File: config.mk
export PLATFORM = sky130hd
export DESIGN_NAME = fracstop_uart_tx
export DESIGN_NICKNAME = d
export VERILOG_FILES = /design/src/rtl/fstx_pkg.sv /design/src/rtl/fstx_hold_ctrl.sv /design/src/rtl/fstx_shifter.sv /design/src/rtl/fracstop_uart_tx.sv
export SDC_FILE = /design/constraint.sdc
export NUM_CORES = 1
export LEC_CHECK = 0
export BUFFER_PORTS_ARGS = -buffer_cell sky130_fd_sc_hd__buf_2
export CORE_ASPECT_RATIO = 1.5
export CORE_MARGIN = 3
export CORE_UTILIZATION = 35
export CTS_BUF_LIST = sky130_fd_sc_hd__clkbuf_4 sky130_fd_sc_hd__clkbuf_8 sky130_fd_sc_hd__clkbuf_16
export CTS_CLUSTER_DIAMETER = 150
export DETAILED_ROUTE_END_ITERATION = 10
export GPL_ROUTABILITY_DRIVEN = 0
export PLACE_DENSITY_LB_ADDON = 0.08
export SLEW_MARGIN = 30
export SYNTH_ARGS = -nofsm -noshare
export SYNTH_HDL_FRONTEND = slang
export SYNTH_SLANG_ARGS = --single-unit
File: constraint.sdc
create_clock -name clk -period 2.8 [get_ports clk]
set_input_delay 0.14 -clock clk [delete_from_list [all_inputs] [get_ports clk]]
set_output_delay 0.14 -clock clk [all_outputs]
set_load 0.03 [all_outputs]
File: src/rtl/fstx_pkg.sv
package fstx_pkg;

  localparam int TICKS_PER_BIT = 16;
  localparam int SUB_W         = $clog2(2 * TICKS_PER_BIT);
  localparam int STOP_W        = SUB_W + 1;
  localparam int DATA_W        = 8;
  localparam int IDX_W         = $clog2(DATA_W);
  localparam int NB_W          = IDX_W + 1;

  typedef enum logic [2:0] {
    TX_IDLE, TX_START, TX_DATA, TX_PARITY, TX_STOP
  } tx_state_e;

  typedef enum logic [1:0] {
    PAR_CALC  = 2'b00,
    PAR_FIXED = 2'b01,
    PAR_OFF   = 2'b10,
    PAR_OFF2  = 2'b11
  } par_mode_e;

  typedef struct packed {
    logic [1:0] len;
    logic [1:0] par_mode;
    logic       par_odd;
    logic [3:0] stop_code;
  } frame_cfg_t;

  // Number of data bits for a length code.
  function automatic logic [NB_W-1:0] char_bits(input logic [1:0] len);
    return NB_W'(5) + NB_W'(len);
  endfunction

  // Stop interval in ticks (sixteenths of a bit time).
  function automatic logic [STOP_W-1:0] stop_ticks(input logic [3:0] code,
                                                   input logic [1:0] len);
    logic [STOP_W-1:0] base;
    base = code[3] ? STOP_W'(25) + STOP_W'(code[2:0])
                   : STOP_W'(9)  + STOP_W'(code[2:0]);
    if (!code[3] && len == 2'b00) base = base + STOP_W'(8);
    return base;
  endfunction

  function automatic logic parity_on(input logic [1:0] mode);
    return (mode == PAR_CALC) || (mode == PAR_FIXED);
  endfunction

  function automatic logic [DATA_W-1:0] len_mask(input logic [1:0] len);
    logic [DATA_W-1:0] m;
    for (int i = 0; i < DATA_W; i++) m[i] = (NB_W'(i) < char_bits(len));
    return m;
  endfunction

  // Level of the parity bit.
  function automatic logic parity_level(input logic [DATA_W-1:0] data,
                                        input logic [1:0] len,
                                        input logic [1:0] mode,
                                        input logic odd);
    if (mode == PAR_FIXED) return odd;
    return (^(data & len_mask(len))) ^ odd;
  endfunction

endpackage

File: src/rtl/fstx_hold_ctrl.sv
module fstx_hold_ctrl
  import fstx_pkg::*;
(
  input  logic              clk,
  input  logic              rst_n,
  input  logic              cmd_enable,
  input  logic              cmd_disable,
  input  logic              load,
  input  logic [DATA_W-1:0] load_data,
  input  logic              take,
  input  logic              shifter_busy,
  output logic              hold_full,
  output logic [DATA_W-1:0] hold_data,
  output logic              tx_enabled,
  output logic              accept_rdy
);

  logic en_q, off_pend_q, full_q;
  logic [DATA_W-1:0] data_q;
  logic drained;

  assign drained    = !full_q && !shifter_busy;
  assign accept_rdy = en_q && !off_pend_q && !full_q;

  // Enable and disable sequencing; enable has priority.
  always_ff @(posedge clk or negedge rst_n) begin
    if (!rst_n) begin
      en_q       <= 1'b0;
      off_pend_q <= 1'b0;
    end else if (cmd_enable) begin
      en_q       <= 1'b1;
      off_pend_q <= 1'b0;
    end else if (cmd_disable && en_q) begin
      off_pend_q <= 1'b1;
    end else if (off_pend_q && drained) begin
      en_q       <= 1'b0;
      off_pend_q <= 1'b0;
    end
  end

  // Holding register.
  always_ff @(posedge clk or negedge rst_n) begin
    if (!rst_n) begin
      full_q <= 1'b0;
      data_q <= '0;
    end else if (load && accept_rdy) begin
      full_q <= 1'b1;
      data_q <= load_data;
    end else if (take) begin
      full_q <= 1'b0;
    end
  end

  assign hold_full  = full_q;
  assign hold_data  = data_q;
  assign tx_enabled = en_q;

endmodule

File: src/rtl/fstx_shifter.sv
module fstx_shifter
  import fstx_pkg::*;
(
  input  logic              clk,
  input  logic              rst_n,
  input  logic              tick,
  input  logic              hold_full,
  input  logic [DATA_W-1:0] hold_data,
  input  frame_cfg_t        cfg,
  input  logic              cts_en,
  input  logic              cts,
  output logic              take,
  output logic              busy,
  output logic              txd,
  output logic              in_stop,
  output logic [SUB_W-1:0]  sub_cnt,
  output logic [STOP_W-1:0] stop_len
);

  tx_state_e         state_q;
  logic [SUB_W-1:0]  sub_q;
  logic [IDX_W-1:0]  idx_q;
  logic [DATA_W-1:0] sh_q;
  logic [NB_W-1:0]   nbits_q;
  logic              par_en_q, par_bit_q;
  logic [STOP_W-1:0] stop_len_q;

  logic last_sub, stop_done, slot_free, cts_ok, last_data;

  assign last_sub  = (sub_q == SUB_W'(TICKS_PER_BIT - 1));
  assign stop_done = (sub_q == SUB_W'(stop_len_q - STOP_W'(1)));
  assign last_data = (NB_W'(idx_q) == nbits_q - NB_W'(1));
  assign slot_free = (state_q == TX_IDLE) || (state_q == TX_STOP && stop_done);
  assign cts_ok    = !cts_en || cts;
  assign take      = tick && hold_full && slot_free && cts_ok;

  always_ff @(posedge clk or negedge rst_n) begin
    if (!rst_n) begin
      state_q    <= TX_IDLE;
      sub_q      <= '0;
      idx_q      <= '0;
      sh_q       <= '0;
      nbits_q    <= NB_W'(DATA_W);
      par_en_q   <= 1'b0;
      par_bit_q  <= 1'b0;
      stop_len_q <= STOP_W'(TICKS_PER_BIT);
    end else if (take) begin
      state_q    <= TX_START;
      sub_q      <= '0;
      idx_q      <= '0;
      sh_q       <= hold_data;
      nbits_q    <= char_bits(cfg.len);
      par_en_q   <= parity_on(cfg.par_mode);
      par_bit_q  <= parity_level(hold_data, cfg.len, cfg.par_mode, cfg.par_odd);
      stop_len_q <= stop_ticks(cfg.stop_code, cfg.len);
    end else if (tick) begin
      unique case (state_q)
        TX_IDLE: sub_q <= '0;
        TX_START: begin
          sub_q <= sub_q + SUB_W'(1);
          if (last_sub) begin
            state_q <= TX_DATA;
            sub_q   <= '0;
          end
        end
        TX_DATA: begin
          sub_q <= sub_q + SUB_W'(1);
          if (last_sub) begin
            sub_q <= '0;
            sh_q  <= sh_q >> 1;
            if (last_data) begin
              idx_q   <= '0;
              state_q <= par_en_q ? TX_PARITY : TX_STOP;
            end else begin
              idx_q <= idx_q + IDX_W'(1);
            end
          end
        end
        TX_PARITY: begin
          sub_q <= sub_q + SUB_W'(1);
          if (last_sub) begin
            state_q <= TX_STOP;
            sub_q   <= '0;
          end
        end
        TX_STOP: begin
          sub_q <= sub_q + SUB_W'(1);
          if (stop_done) begin
            state_q <= TX_IDLE;
            sub_q   <= '0;
          end
        end
        default: state_q <= TX_IDLE;
      endcase
    end
  end

  always_comb begin
    unique case (state_q)
      TX_START:  txd = 1'b0;
      TX_DATA:   txd = sh_q[0];
      TX_PARITY: txd = par_bit_q;
      default:   txd = 1'b1;
    endcase
  end

  assign busy     = (state_q != TX_IDLE);
  assign in_stop  = (state_q == TX_STOP);
  assign sub_cnt  = sub_q;
  assign stop_len = stop_len_q;

endmodule

File: src/rtl/fracstop_uart_tx.sv
module fracstop_uart_tx
  import fstx_pkg::*;
(
  input  logic       clk,
  input  logic       rst_n,
  input  logic       tick16,
  input  logic       cmd_enable,
  input  logic       cmd_disable,
  input  logic       load,
  input  logic [7:0] load_data,
  input  logic [1:0] cfg_len,
  input  logic [1:0] cfg_parity,
  input  logic       cfg_odd,
  input  logic [3:0] cfg_stop,
  input  logic       cfg_cts_en,
  input  logic       cts,
  output logic       txd,
  output logic       tx_ready,
  output logic       tx_empty
);

  frame_cfg_t        cfg;
  logic              char_start, shifter_busy, hold_full, tx_enabled, in_stop;
  logic [DATA_W-1:0] hold_data;
  logic [SUB_W-1:0]  sub_cnt;
  logic [STOP_W-1:0] stop_len;

  assign cfg.len       = cfg_len;
  assign cfg.par_mode  = cfg_parity;
  assign cfg.par_odd   = cfg_odd;
  assign cfg.stop_code = cfg_stop;

  fstx_hold_ctrl u_hold (
    .clk          (clk),
    .rst_n        (rst_n),
    .cmd_enable   (cmd_enable),
    .cmd_disable  (cmd_disable),
    .load         (load),
    .load_data    (load_data),
    .take         (char_start),
    .shifter_busy (shifter_busy),
    .hold_full    (hold_full),
    .hold_data    (hold_data),
    .tx_enabled   (tx_enabled),
    .accept_rdy   (tx_ready)
  );

  fstx_shifter u_shift (
    .clk       (clk),
    .rst_n     (rst_n),
    .tick      (tick16),
    .hold_full (hold_full),
    .hold_data (hold_data),
    .cfg       (cfg),
    .cts_en    (cfg_cts_en),
    .cts       (cts),
    .take      (char_start),
    .busy      (shifter_busy),
    .txd       (txd),
    .in_stop   (in_stop),
    .sub_cnt   (sub_cnt),
    .stop_len  (stop_len)
  );

  assign tx_empty = !hold_full && !shifter_busy;

endmodule

======== After elaboration in Yosys (flattened, before gate mapping) ========
Cells that the tools add are included.
word-level totals
  logic and storage cells ................. 118
  register bits ........................... 41
  output and inout port bits .............. 3
  bits of input ports ..................... 25
cells by class
  $add $sub $neg .......................... 8
  bitwise operators ....................... 2
  equal/unequal tests ..................... 15
  reductions and logical operators ........ 36
  mux-type cells .......................... 37
  magnitude comparators ................... 8
operator list
  kind                                                                      number
  3-bit 2-to-1 mux                                                          13
  8-bit 2-to-1 mux                                                          4
  5-bit 2-to-1 mux                                                          6
  3-bit by 4-bit < comparator with 1-bit output (first input constant)      4
  3-bit by 2-bit inequality test with 1-bit output (second input constant)  5
  3-bit case mux with 5 select lines                                        1
  5-bit case mux with 3 select lines                                        1
  1-bit logical AND                                                         11
  1-bit 2-to-1 mux                                                          11
  2-bit nonzero test                                                        5
  8-bit bitwise AND                                                         1
  1-bit by 4-bit < comparator with 1-bit output (first input constant)      2
  2-bit by 4-bit < comparator with 1-bit output (first input constant)      2
  8-bit XOR reduction                                                       1
  7-bit AND reduction                                                       1
  3-bit by 2-bit equality test with 1-bit output (second input constant)    2
  3-bit nonzero test                                                        2
  4-bit by 3-bit adder with 5-bit output (first input constant)             1
  5-bit by 1-bit adder with 5-bit output (second input constant)            1
  5-bit by 3-bit adder with 5-bit output (first input constant)             1
  5-bit by 4-bit adder with 5-bit output (second input constant)            1
  5-bit by 4-bit equality test with 1-bit output (second input constant)    1
  5-bit equality test                                                       1
  1-bit logical NOT                                                         5
  other kinds (18)                                                          23

======== Depth between registers and ports, before layout ========
  depth after elaboration ................. 8
  gate-level depth with buffers ........... 10
  depth with buffers taken out ............ 8

======== Modules after synthesis ========
Synthesis repeated with hierarchy kept, for this count alone.
second synthesis, totals
  cells, all modules ...................... 243
  area, all modules ....................... 2518.7 µm²
modules (own cells, without submodules)
  module            cells an instance  area each (µm²)  sequential area each (µm²)  times used
  fstx_shifter      213                2042.0           778.2                       1
  fstx_hold_ctrl    29                 473.0            275.3                       1
  fracstop_uart_tx  1                  3.8              0.0                         1

======== Least setup slack after synthesis ========
OpenSTA, ideal clock, no wires.
  path kind ............................... reg2reg
  from .................................... register u_hold.full_q, in the netlist u_hold.hold_full
  to ...................................... register u_hold.data_q[0], in the netlist u_hold.hold_data[0]
  data arrival time ....................... 2.062 ns
  required time ........................... 2.675 ns
  setup time .............................. 0.125 ns
  slack ................................... 0.614 ns
  stages on the path, launching flop included .. 5
  buffers on the path ..................... 1
  clock period less this slack ............ 2.186 ns
  cell sequence ........................... dfrtp_1 nor3b_1 and2_1 clkbuf_1 mux2_2
between the ends
  cells in the longest elaborated chain, start to end .. 3
ends and longest elaborated chain
  item                    line                    source
  start, declared         fstx_hold_ctrl.sv:18    logic en_q, off_pend_q, full_q;
  start signal, assigned  fstx_hold_ctrl.sv:44    full_q <= 1'b0;
  start signal, assigned  fstx_hold_ctrl.sv:47    full_q <= 1'b1;
  start signal, assigned  fstx_hold_ctrl.sv:50    full_q <= 1'b0;
  1-bit logical NOT       fstx_hold_ctrl.sv:23    assign accept_rdy = en_q && !off_pend_q && !full_q;
  1-bit logical AND       fstx_hold_ctrl.sv:23
  via tx_ready            fracstop_uart_tx.sv:18  output logic tx_ready,
  1-bit logical AND       fstx_hold_ctrl.sv:46    end else if (load && accept_rdy) begin
  end signal, assigned    fstx_hold_ctrl.sv:48    data_q <= load_data;
  end, declared           fstx_hold_ctrl.sv:19    logic [DATA_W-1:0] data_q;
The timed path passes the listed nets, and every way through them passes these cells.
A chain may end at the register's enable or synchronous reset.

======== Worst setup path in the final report ========
  from .................................... register u_shift.stop_len_q[0], in the netlist u_shift.stop_len[0]
  to ...................................... register u_shift.sh_q[3]
between the ends
  cells in the longest elaborated chain, start to end .. 8
  elaborated cells between the ends (all ways) .. 11
  those cells by class .................... add/sub: 1; eq/ne: 1; mux: 1; reduce/logical: 8
ends and longest elaborated chain
  item                                           line                source
  start, declared                                fstx_shifter.sv:26  logic [STOP_W-1:0] stop_len_q;
  start signal, assigned                         fstx_shifter.sv:46  stop_len_q <= STOP_W'(TICKS_PER_BIT);
  start signal, assigned                         fstx_shifter.sv:55  stop_len_q <= stop_ticks(cfg.stop_code, cfg.len);
  5-bit by 1-bit subtractor with 5-bit output *  fstx_shifter.sv:31  assign stop_done = (sub_q == SUB_W'(stop_len_q - STOP_W'(1)));
  5-bit equality test *                          fstx_shifter.sv:31
  1-bit logical AND *                            fstx_shifter.sv:33  assign slot_free = (state_q == TX_IDLE) || (state_q == TX_STOP && stop_done);
  1-bit logical OR *                             fstx_shifter.sv:33
  1-bit logical AND * (2 in series)              fstx_shifter.sv:35  assign take = tick && hold_full && slot_free && cts_ok;
  2-bit nonzero test (no line)                   n/a
  3-bit AND reduction (no line)                  n/a
  end signal, assigned                           fstx_shifter.sv:51  sh_q <= hold_data;
  end signal, assigned                           fstx_shifter.sv:70  sh_q <= sh_q >> 1;
  end, declared                                  fstx_shifter.sv:23  logic [DATA_W-1:0] sh_q;
Every way passes the cells marked *; elsewhere a longest branch is shown, timed or not.

==> run_summary.xml <==
<?xml version="1.0" encoding="UTF-8"?>
<metrics>
  <group name="die">
    <metric name="row_count" unit="">35</metric>
    <metric name="start_util" unit="">0.372</metric>
    <metric name="die_ht" unit="µm">106</metric>
    <metric name="io_pins" unit="">28</metric>
    <metric name="dieArea" unit="mm²">0.00775</metric>
    <metric name="floorplan_core_area" unit="mm²">0.00631</metric>
    <metric name="die_w" unit="µm">72.9</metric>
  </group>
  <group name="worst_setup_path">
    <metric name="cp-start-kind" unit="">flip-flop</metric>
    <metric name="path_class" unit="">flip-flop to flip-flop</metric>
    <metric name="setup.worst_path.end_class" unit="">flip-flop</metric>
    <metric name="crit_path_max_fanout" unit="">22</metric>
    <metric name="worstReg2RegStart" unit="">u_shift.stop_len[0]</metric>
    <metric name="required_arrival_time_at_the_worst_endpoint" unit="ns">3.01</metric>
    <metric name="r2r.worst_path.cells" unit="">8</metric>
    <metric name="critical_path_arrival" unit="ns">2.63</metric>
    <metric name="worst_r2r_endpoint" unit="">u_shift.sh_q[3]</metric>
    <metric name="worst-r2r-setup-slack" unit="ns">0.38</metric>
  </group>
  <group name="sta">
    <metric name="grt_setup_unrepaired" unit="">false</metric>
    <metric name="tns" unit="ns">0</metric>
    <metric name="timing_hold_violations_final" unit="">0</metric>
    <metric name="fin_crit" unit="ns">2.42</metric>
    <metric name="timing.final.crit_share" unit="">0.865</metric>
    <metric name="worst_skew" unit="ns">0.0156</metric>
    <metric name="worst_slew_pin_slew" unit="ns">0.668</metric>
    <metric name="finalMaxSlewViolations" unit="">0</metric>
    <metric name="maxSlewHeadroom" unit="">0.555</metric>
    <metric name="setup-violations-final" unit="">0</metric>
    <metric name="achievable-frequency" unit="GHz">0.413</metric>
  </group>
  <group name="min_path">
    <metric name="worst_hold_startpoint" unit="">cfg_parity[1]</metric>
    <metric name="holdPathEnd" unit="">u_shift.par_en_q</metric>
    <metric name="hp-class" unit="">input port to flip-flop</metric>
    <metric name="min_delay_path_depth" unit="">2</metric>
  </group>
  <group name="clocking">
    <metric name="number_of_clock_buffers_inserted_by_tritoncts" unit="">5</metric>
    <metric name="postCtsSetupBuffers" unit="">0</metric>
    <metric name="max-clock-path-buffers" unit="">2</metric>
    <metric name="tritoncts" unit="">built</metric>
    <metric name="post_cts_resized" unit="">0</metric>
    <metric name="clkLatencyLatePin" unit="ns">0.29</metric>
    <metric name="cts.sinks" unit="">41</metric>
    <metric name="cts-root-buf" unit="">sky130_fd_sc_hd__clkbuf_8</metric>
    <metric name="clkSlewWorstSetupHoldPaths" unit="ns">0.08</metric>
    <metric name="cts.htree.levels" unit="">2</metric>
    <metric name="cts_hold_repair.buffers" unit="">2</metric>
  </group>
  <group name="cells_and_area">
    <metric name="drive_gt1_frac" unit="">0.187</metric>
    <metric name="nNetsFinal" unit="">309</metric>
    <metric name="layout_common_cells" unit="">sky130_fd_sc_hd__dfrtp_1 (39), sky130_fd_sc_hd__nand2_1 (29), sky130_fd_sc_hd__buf_2 (26), sky130_fd_sc_hd__nor2_1 (19), sky130_fd_sc_hd__xnor2_1 (14)</metric>
    <metric name="synthToLayoutAreaGrowth" unit="%">13.5</metric>
    <metric name="final_core_utilization" unit="">0.423</metric>
    <metric name="diodes" unit="">0</metric>
    <metric name="commonest_non_fill_non_tap_cell_in_the_layout" unit="">sky130_fd_sc_hd__dfrtp_1</metric>
    <metric name="fill_cell_total_of_the_finished_layout" unit="">676</metric>
  </group>
  <group name="pwr">
    <metric name="combPwrFrac" unit="">0.413</metric>
    <metric name="power.sequential.fraction" unit="">0.397</metric>
    <metric name="power.switching" unit="µW">984</metric>
    <metric name="p_leak" unit="nW">1.24</metric>
    <metric name="power.share.clock" unit="">0.189</metric>
    <metric name="switching_share" unit="">0.367</metric>
    <metric name="power_per_cell_area" unit="mW/mm²">1010</metric>
    <metric name="cell_internal_pwr" unit="mW">1.70</metric>
    <metric name="vdd_ir_drop_max" unit="µV">427</metric>
  </group>
  <group name="placed_design">
    <metric name="io_buffers" unit="">27</metric>
    <metric name="hpwl" unit="µm">3600</metric>
  </group>
  <group name="synth">
    <metric name="synth.net_count" unit="">282</metric>
    <metric name="synth_ff_type" unit="">sky130_fd_sc_hd__dfrtp_1</metric>
    <metric name="synth_seq_cells" unit="">41</metric>
    <metric name="synth_mux_area_frac" unit="">0.0575</metric>
    <metric name="proportion_of_synthesized_chip_area_in_sequential_cells" unit="">0.438</metric>
    <metric name="async_flop_share" unit="">1.00</metric>
    <metric name="post_synth_inst_count" unit="">245</metric>
    <metric name="avgSynthCellArea" unit="µm²">9.59</metric>
    <metric name="compound_gate_fraction_of_synth_area" unit="">0.126</metric>
    <metric name="post_synth_instance_area" unit="mm²">0.00235</metric>
    <metric name="synth_top_family_by_area" unit="">simple AND/OR/NAND/NOR gates</metric>
    <metric name="area_share_of_and_or_nand_nor_cells_after_synthesis" unit="">0.179</metric>
    <metric name="synth-edff-count" unit="">0</metric>
    <metric name="netlist-cell-type-count" unit="">40</metric>
    <metric name="synth.yosys.warnings" unit="">0</metric>
    <metric name="arithmetic_cell_share_of_the_synthesized_area_counting_full_adders_half_adders_and_majority_gates" unit="">0.0639</metric>
    <metric name="synthXorXnorAreaFrac" unit="">0.0820</metric>
  </group>
  <group name="grt">
    <metric name="global_route_wire_length_before_repair" unit="µm">8390</metric>
    <metric name="antenna_found_initial" unit="">0</metric>
    <metric name="grt_max_degree" unit="">42</metric>
    <metric name="gr-total-overflow" unit="">0</metric>
    <metric name="number_of_global_route_vias_before_repair" unit="">1819</metric>
    <metric name="track_usage" unit="">0.138</metric>
  </group>
  <group name="drt">
    <metric name="dr.first_iter.drc_count" unit="">40</metric>
    <metric name="postRouteAntennaNets" unit="">0</metric>
    <metric name="post-route-drc-count" unit="">0</metric>
    <metric name="routed_wire_length_per_instance" unit="µm">14.0</metric>
    <metric name="drt-pass1-iter-count" unit="">4</metric>
    <metric name="aggregate_routed_wire_length" unit="µm">4870</metric>
    <metric name="dr_total_vias" unit="">1773</metric>
    <metric name="vias_per_cell" unit="">5.11</metric>
  </group>
  <group name="status">
    <metric name="run_status" unit="">finished, final reports clean</metric>
  </group>
  <group name="flow_run">
    <metric name="cap_violations" unit="">0</metric>
  </group>
</metrics>
-- registers in the layout, indices dropped and copies added, names as in the netlist, 3 cells and up --
name / flops
u_shift.nbits_q: 4
u_shift.idx_q: 3
u_shift.sub_cnt: 5
u_hold.hold_data: 8
u_shift.state_q: 3
u_shift.stop_len: 5
u_shift.sh_q: 8
-- kinds of logic after synthesis --
| group | Yosys count |
|---|---|
| compound gates | 47 |
| flops | 41 |
| mux | 12 |
| xor+xnor | 22 |
| fa+ha+maj | 12 |
| buf+inv | 25 |
| simple gates | 86 |
-- how the worst max path moves through the flow --
stage | slack (ns) | depth (start not counted) | end | start
final | 0.38 | 8 | u_shift.sh_q[3] | u_shift.stop_len[0]
after global routing | 0.18 | 8 | u_shift.sh_q[3] | u_shift.stop_len[0]
after CTS | 0.37 | 8 | u_shift.sh_q[3] | u_shift.stop_len[0]
after detailed placement | 0.37 | 8 | u_shift.sh_q[3] | u_shift.stop_len[0]
after global placement | 0.45 | 8 | u_shift.sh_q[0] | u_shift.stop_len[0]
after floorplan | 0.61 | 4 | u_hold.hold_data[0] | u_hold.hold_full
-- cell type report --
type	count	area [µm²]	area share
multi-input combinational	179	1190	0.448
sequential	41	1030	0.386
timing repair buffer	32	180	0.0676
tap	74	92.6	0.0347
clock buffer	7	90.1	0.0338
inverter	13	48.8	0.0183
clock inverter	1	30.0	0.0113
-- worst max-delay path: stages (launching register included) --
cell                       delay [ns]
sky130_fd_sc_hd__dfrtp_1         0.40
sky130_fd_sc_hd__inv_1           0.06
sky130_fd_sc_hd__ha_1            0.21
sky130_fd_sc_hd__a21boi_1        0.14
sky130_fd_sc_hd__o311ai_2        0.40
sky130_fd_sc_hd__a21o_1          0.62
sky130_fd_sc_hd__buf_4           0.30
sky130_fd_sc_hd__nor2_1          0.06
sky130_fd_sc_hd__a31oi_1         0.15
-- through the flow --
stage	total power [mW]	hold slack [ns]	instances	worst slack (ns)	instance area, µm²
3_5_place_dp	2.20	0.175	337	0.372	2520
2_1_floorplan	1.94	-0.156	245	0.614	2350
6_report	2.68	0.0389	347	0.379	2670
5_1_grt	2.93	0.0440	347	0.183	2670
3_3_place_gp	2.19	0.310	337	0.452	2520
4_1_cts	2.73	0.0324	347	0.370	2670
-- power by group through the flow --
| stage | Combinational [mW] | Clock (mW) | Sequential, mW |
|---|---|---|---|
| after detailed placement | 1.12 | 0 | 1.08 |
| after global routing | 1.27 | 0.549 | 1.11 |
| after CTS | 1.13 | 0.526 | 1.07 |
| after global placement | 1.11 | 0 | 1.08 |
| final | 1.11 | 0.508 | 1.06 |
| after floorplan | 0.935 | 0 | 1.01 |
-- layer usage --
layer | global-route usage | share of wire | wire (µm) | vias to the layer above
met4 | 0.0383 | 0.012 | 58 | 0
met5 | 0 | 0 | 0 | -
met2 | 0.247 | 0.55 | 2670 | 21
met1 | 0.164 | 0.41 | 2000 | 852
met3 | 0.0265 | 0.029 | 141 | 5
li1 | - | - | - | 895
-- synth_stat cells, types with 2 or more instances --
| master | count | share of area |
|---|---|---|
| sky130_fd_sc_hd__a22o_1 | 2 | 0.0075 |
| sky130_fd_sc_hd__buf_2 | 4 | 0.0085 |
| sky130_fd_sc_hd__and3_1 | 3 | 0.0080 |
| sky130_fd_sc_hd__and2_1 | 3 | 0.0080 |
| sky130_fd_sc_hd__ha_1 | 12 | 0.064 |
| sky130_fd_sc_hd__nand3b_1 | 4 | 0.013 |
| sky130_fd_sc_hd__nand3_1 | 6 | 0.013 |
| sky130_fd_sc_hd__nor3_1 | 6 | 0.013 |
| sky130_fd_sc_hd__mux2_1 | 4 | 0.019 |
| sky130_fd_sc_hd__clkbuf_1 | 4 | 0.0064 |
| sky130_fd_sc_hd__mux2_2 | 8 | 0.038 |
| sky130_fd_sc_hd__dfrtp_1 | 39 | 0.42 |
| sky130_fd_sc_hd__nor3b_1 | 3 | 0.0096 |
| sky130_fd_sc_hd__a31oi_1 | 9 | 0.024 |
| sky130_fd_sc_hd__xor2_1 | 8 | 0.030 |
| sky130_fd_sc_hd__a21oi_1 | 11 | 0.023 |
| sky130_fd_sc_hd__buf_6 | 3 | 0.014 |
| sky130_fd_sc_hd__nor2_1 | 19 | 0.030 |
| sky130_fd_sc_hd__inv_1 | 13 | 0.021 |
| sky130_fd_sc_hd__nand2_1 | 29 | 0.046 |
| sky130_fd_sc_hd__dfstp_2 | 2 | 0.022 |
| sky130_fd_sc_hd__a21o_1 | 3 | 0.0096 |
| sky130_fd_sc_hd__xnor2_1 | 14 | 0.052 |
| sky130_fd_sc_hd__o21ai_1 | 7 | 0.015 |
| sky130_fd_sc_hd__o21ai_0 | 8 | 0.017 |
| sky130_fd_sc_hd__nor2b_1 | 6 | 0.016 |
| sky130_fd_sc_hd__nand2b_1 | 2 | 0.0053 |
(Power assumes the default switching activity.)
